File: config.mk
export PLATFORM = sky130hd
export DESIGN_NAME = tdc_unit
export DESIGN_NICKNAME = d
export VERILOG_FILES = /design/src/rtl/tdc_pkg.sv /design/src/rtl/tdc_delay_meas.sv /design/src/rtl/tdc_ssp_queue.sv /design/src/rtl/tdc_unit.sv
export SDC_FILE = /design/constraint.sdc
export NUM_CORES = 1
export LEC_CHECK = 0
export BUFFER_PORTS_ARGS = -buffer_cell sky130_fd_sc_hd__buf_2
export CAP_MARGIN = 5
export CORE_ASPECT_RATIO = 0.6
export CORE_UTILIZATION = 40
export DETAILED_ROUTE_END_ITERATION = 12
export PLACE_DENSITY_LB_ADDON = 0.05
export SYNTH_ARGS = -nofsm -noshare
export SYNTH_HDL_FRONTEND = slang
export SYNTH_SLANG_ARGS = --single-unit
File: constraint.sdc
create_clock -name clk -period 3.5 [get_ports clk]
set_input_delay 0.7 -clock clk [delete_from_list [all_inputs] [get_ports clk]]
set_output_delay 0.7 -clock clk [all_outputs]
set_load 0.1 [all_outputs]
File: src/rtl/tdc_pkg.sv
package tdc_pkg;
  typedef enum logic [1:0] {
    TDC_OFF    = 2'b00,
    TDC_MANUAL = 2'b01,
    TDC_AUTO   = 2'b10,
    TDC_RSVD   = 2'b11
  } tdc_mode_e;

  typedef enum logic [1:0] {
    MS_IDLE,
    MS_ARMED,
    MS_COUNT,
    MS_DONE
  } meas_state_e;
endpackage

File: src/rtl/tdc_delay_meas.sv
module tdc_delay_meas
  import tdc_pkg::*;
#(
  parameter int DLY_W = 6
) (
  input  logic             clk,
  input  logic             rst_n,
  input  logic             enable,
  input  logic             data_phase,
  input  logic             tx_bit,
  input  logic             rx_bit,
  output logic [DLY_W-1:0] meas_o
);
  localparam logic [DLY_W-1:0] MAXV = {DLY_W{1'b1}};

  meas_state_e      state_q;
  logic             dp_q, tx_q, rx_q;
  logic [DLY_W-1:0] cnt_q;
  logic             tx_fall, rx_fall, dp_rise;

  assign tx_fall = tx_q & ~tx_bit;
  assign rx_fall = rx_q & ~rx_bit;
  assign dp_rise = data_phase & ~dp_q;

  always_ff @(posedge clk or negedge rst_n) begin
    if (!rst_n) begin
      dp_q    <= 1'b0;
      tx_q    <= 1'b1;
      rx_q    <= 1'b1;
      state_q <= MS_IDLE;
      cnt_q   <= '0;
      meas_o  <= '0;
    end else begin
      dp_q <= data_phase;
      tx_q <= tx_bit;
      rx_q <= rx_bit;
      if (!data_phase || !enable) begin
        state_q <= MS_IDLE;
      end else begin
        case (state_q)
          MS_IDLE: if (dp_rise) state_q <= MS_ARMED;
          MS_ARMED: begin
            if (tx_fall) begin
              if (rx_fall) begin
                meas_o  <= '0;
                state_q <= MS_DONE;
              end else begin
                cnt_q   <= '0;
                state_q <= MS_COUNT;
              end
            end
          end
          MS_COUNT: begin
            if (rx_fall) begin
              meas_o  <= (cnt_q == MAXV) ? MAXV : cnt_q + 1'b1;
              state_q <= MS_DONE;
            end else if (cnt_q != MAXV) begin
              cnt_q <= cnt_q + 1'b1;
            end
          end
          default: state_q <= MS_DONE;
        endcase
      end
    end
  end
endmodule

File: src/rtl/tdc_ssp_queue.sv
module tdc_ssp_queue #(
  parameter int TS_W  = 8,
  parameter int DEPTH = 8,
  localparam int AW   = (DEPTH > 1) ? $clog2(DEPTH) : 1,
  localparam int CW   = $clog2(DEPTH + 1)
) (
  input  logic            clk,
  input  logic            rst_n,
  input  logic            push,
  input  logic            push_bit,
  input  logic [TS_W-1:0] pos,
  input  logic            rx_bit,
  output logic            ssp_o,
  output logic            err_o,
  output logic [CW-1:0]   count_o
);
  logic [TS_W-1:0] due_q [DEPTH];
  logic            bit_q [DEPTH];
  logic [AW-1:0]   wr_q, rd_q;
  logic [TS_W-1:0] timer_q;
  logic            do_push, pop;

  assign do_push = push && (count_o != CW'(DEPTH));
  assign pop     = (count_o != '0) && (due_q[rd_q] == timer_q);

  always_ff @(posedge clk) begin
    if (do_push) begin
      due_q[wr_q] <= timer_q + pos + 1'b1;
      bit_q[wr_q] <= push_bit;
    end
  end

  always_ff @(posedge clk or negedge rst_n) begin
    if (!rst_n) begin
      timer_q <= '0;
      wr_q    <= '0;
      rd_q    <= '0;
      count_o <= '0;
      ssp_o   <= 1'b0;
      err_o   <= 1'b0;
    end else begin
      timer_q <= timer_q + 1'b1;
      if (do_push) wr_q <= (wr_q == AW'(DEPTH - 1)) ? '0 : wr_q + 1'b1;
      if (pop)     rd_q <= (rd_q == AW'(DEPTH - 1)) ? '0 : rd_q + 1'b1;
      case ({do_push, pop})
        2'b10:   count_o <= count_o + 1'b1;
        2'b01:   count_o <= count_o - 1'b1;
        default: count_o <= count_o;
      endcase
      ssp_o <= pop;
      err_o <= pop & (bit_q[rd_q] ^ rx_bit);
    end
  end
endmodule

File: src/rtl/tdc_unit.sv
module tdc_unit
  import tdc_pkg::*;
#(
  parameter int DLY_W = 6,
  parameter int OFS_W = 7,
  parameter int DEPTH = 8,
  localparam int POS_W = ((DLY_W > OFS_W) ? DLY_W : OFS_W) + 1,
  localparam int CW    = $clog2(DEPTH + 1)
) (
  input  logic             clk,
  input  logic             rst_n,
  input  logic             data_phase,
  input  logic             bit_start,
  input  logic             tx_bit,
  input  logic             rx_bit,
  input  logic [1:0]       mode,
  input  logic [DLY_W-1:0] manual_delay,
  input  logic [OFS_W-1:0] offset,
  output logic             ssp_o,
  output logic             bit_err_o,
  output logic [DLY_W-1:0] delay_o
);
  tdc_mode_e        mode_e;
  logic             auto_en, comp_on, push;
  logic [DLY_W-1:0] meas;
  logic [POS_W-1:0] pos;
  logic [CW-1:0]    q_count;

  assign mode_e  = tdc_mode_e'(mode);
  assign auto_en = (mode_e == TDC_AUTO);
  assign comp_on = (mode_e == TDC_AUTO) || (mode_e == TDC_MANUAL);
  assign push    = bit_start & data_phase & comp_on;

  always_comb begin
    case (mode_e)
      TDC_AUTO:   delay_o = meas;
      TDC_MANUAL: delay_o = manual_delay;
      default:    delay_o = '0;
    endcase
  end

  assign pos = POS_W'(delay_o) + POS_W'(offset);

  tdc_delay_meas #(.DLY_W(DLY_W)) u_meas (
    .clk        (clk),
    .rst_n      (rst_n),
    .enable     (auto_en),
    .data_phase (data_phase),
    .tx_bit     (tx_bit),
    .rx_bit     (rx_bit),
    .meas_o     (meas)
  );

  tdc_ssp_queue #(.TS_W(POS_W), .DEPTH(DEPTH)) u_queue (
    .clk      (clk),
    .rst_n    (rst_n),
    .push     (push),
    .push_bit (tx_bit),
    .pos      (pos),
    .rx_bit   (rx_bit),
    .ssp_o    (ssp_o),
    .err_o    (bit_err_o),
    .count_o  (q_count)
  );
endmodule

==> results.cfg <==
[outcome]
status = finished, final reports clean

[placed_design]
port-buffer-count = 28
pre_cts_ws_ns = -0.000837
place.gp.congestion = 0.791
place_area_um2 = 5760
place_hpwl_mm = 8.47

[die]
core_area_um2 = 12300
die_area_um2 = 13400
fp.dieH_um = 90.2
start_util_pct = 42.0
core.rowCount = 31
die-width_um = 149
io_pins = 29

[power]
peakVddDrop_uv = 225
finalPower_mw = 3.27
p_leak_nw = 2.37
power_density_nw_per_um2 = 536

[setup_path]
crit_top_cell = xnor2_1
end_kind = register
worstPathArrival_ns = 3.53
r2r_start = u_queue.rd_q[1]$_DFFE_PN0P_
cpPeakStageDelay_ns = 0.55
crit_start = u_queue.rd_q[1]$_DFFE_PN0P_
rr_endpoint = u_queue.count_o[3]$_DFFE_PN0P_
r2r_setup_slack_ns = 0.21
path_cells = mux4_1 -> mux2i_1 -> buf_4 -> xnor2_1 -> a2111oi_4 -> nand4_4 -> inv_1 -> ha_2 -> ha_1 -> a21o_1 -> a21oi_1 -> xnor2_1 -> nor2_1 -> xnor2_1
crit_fanout = 5
crit_path_start_kind = register
crit_path_end = u_queue.count_o[3]$_DFFE_PN0P_
criticalPathCategory = register to register
critPathSlowestCell = mux4_1
required_ns = 3.74
reg2reg_depth = 14

[timing]
worst_pin_slew_ns = 0.868
max_freq_ghz = 0.304
rsz0062_at_grt = false
setup_viol = 0
clock_skew_ns = 0.00917
drv_slew = 0
hold_ws_ns = 0.453
finalCritPeriodShare_pct = 93.9
finalHoldViolCount = 0
relSlewSlack_pct = 42.2
fin_ws_ns = 0.213
final.min_clock_period_ns = 3.29

[cts]
numCtsBuffers = 9
hold_buffers = 0
clock_latency_ns = 0.36
clock_path_buffers = 2
path_clk_slew_ns = 0.08
cts_max_level = 3
cts-root-buf = clkbuf_16
cts_tree = yes
clock_sink_count = 109

[yosys]
ys_warn_count = 0
synth_nets = 413
yosysSeqAreaShare_pct = 59.6
synthDistinctLibCells = 45
synth_cells = 362
synth_edf_count = 72
synth-main-ff-cell = edfxtp_1
synthArstFlopShare_pct = 33.9
yosys_register_bits = 109
syn_area_um2 = 5180
syn_area_per_cell_um2 = 14.3

[layout]
final_cell_mix = edfxtp_1 (72), dfrtp_1 (34), buf_2 (28)
area_growth_pct = 17.5
drive_gt1_share_pct = 27.8
fin_util_pct = 49.4
nets = 467
final_area_um2 = 6090
final_common_cell = edfxtp_1
diodes = 0
fillers = 1069

[drt]
wire_per_inst_um = 19.3
drt_wl_total_mm = 11.3
first_pass_iters = 4
antenna_left = 0
drt_iter0_markers = 242
drc = 0
dr_total_vias = 3032
viasPerCell = 5.17

[run]
maxCapViolCount = 0

[global_route]
grt-ovfl-total = 0
antenna_found_initial = 0
grt_pass1_vias = 2963
grt_max_degree = 38
grtUsageTotal_pct = 18.3
grt_pass1_wl_mm = 17.7

[worst_hold_path]
hp-class = input port to asynchronous set/reset pin
layer usage:
metal,vias up,routed length [µm],part of all wire (%),global-route usage [%]
li1,1445,-,-,-
met1,1530,6390,56,30.1
met2,50,4430,39,23.3
met3,7,417,3.7,4.62
met4,0,68,0.60,4.59
met5,-,0,0,0
Yosys cell counts (all sizes together), types with 2 or more instances:
library cell  number  area, µm²
dfstp              2       52.6
nor3b              2       15.0
xnor2             19        166
fa                 7        140
ha                23        288
nand2b             4       25.0
nand2             19       71.3
edfxtp            72       2160
o32a               3       30.0
buf                6       36.3
mux2i             15        150
a22oi             10       75.1
inv               23       86.3
xor2               6       52.6
dfrtp             35        876
o22a               4       35.0
mux4              10        229
and3               4       25.0
o21bai             2       15.0
nand4              3       33.8
nor2              22       82.6
a21o               6       45.0
a21oi             13       65.1
mux2              15        180
nand3              7       35.0
o21a               2       15.0
o21ai              9       45.0
clkbuf             2       7.51
nor3               5       25.0
cell families (layout without fill, tap and decap cells):
group / after synthesis / count (layout) / share of synthesized area (%)
compound gates: 55 / 55 / 7.73
xor+xnor: 25 / 25 / 4.23
fa+ha+maj: 30 / 30 / 8.26
buf+inv: 31 / 90 / 2.51
flops: 109 / 109 / 59.6
mux: 40 / 40 / 10.8
simple gates: 72 / 72 / 6.83
area by class of cell:
| cell class | instances | area [µm²] | area share [%] |
|---|---|---|---|
| flip-flops and latches | 109 | 3090 | 50.8 |
| clock buffers | 9 | 225 | 3.70 |
| clock inverters | 7 | 90.1 | 1.48 |
| well taps | 165 | 206 | 3.39 |
| inverters | 23 | 86.3 | 1.42 |
| multi-input cells | 222 | 2060 | 33.9 |
| repair buffers | 51 | 325 | 5.34 |
worst min-delay path by stage:
stage / from / to / slack [ns]
detailed placement: u_meas.meas_o[0]$_DFFE_PN0P_ / u_meas.meas_o[0]$_DFFE_PN0P_ / 0.49
finish: rst_n / u_queue.count_o[1]$_DFFE_PN0P_ / 0.45
global placement: u_meas.meas_o[0]$_DFFE_PN0P_ / u_meas.meas_o[0]$_DFFE_PN0P_ / 0.48
CTS: rx_bit / u_meas.rx_q$_DFF_PN1_ / 0.46
global route: rx_bit / u_meas.rx_q$_DFF_PN1_ / 0.46
floorplan: rst_n / u_meas.cnt_q[0]$_DFFE_PN0P_ / 0.40
sequential cells by signal, summed over array words and instances, names as in the netlist, 2 cells and up:
signal	count
u_meas.cnt_q	6
u_queue.bit_q	8
u_meas.state_q	2
u_queue.due_q	64
u_queue.count_o	4
u_meas.meas_o	6
u_queue.rd_q	3
u_queue.timer_q	8
u_queue.wr_q	3
stage by stage:
step                      cells   TNS [ns]
after floorplan             362          0
after global placement      569          0
after detailed placement    569  -0.000837
after CTS                   585          0
after global routing        586          0
final                       586          0
critical path: cells and delay by family, from the launching register on:
kind | cells | cell delay, ns
adders and majority gates | 2 | 0.42
AOI/OAI and AO/OA | 3 | 0.72
muxes | 2 | 0.76
and+or+nand+nor | 2 | 0.22
buffers and inverters | 2 | 0.27
xor gates and xnor gates | 3 | 0.32
DFF | 1 | 0.43
repair_timing:
action,CTS,global route
buffers inserted,0,1
hold endpoints to repair,0,0
resized for setup,0,3
setup endpoints to repair,0,1
power by group:
group,switching [mW],total (mW),internal (mW)
clock,0.504,1.08,0.576
combinational,0.347,0.592,0.245
sequential,0.0796,1.59,1.51
Power figures use the tool's default switching activity.
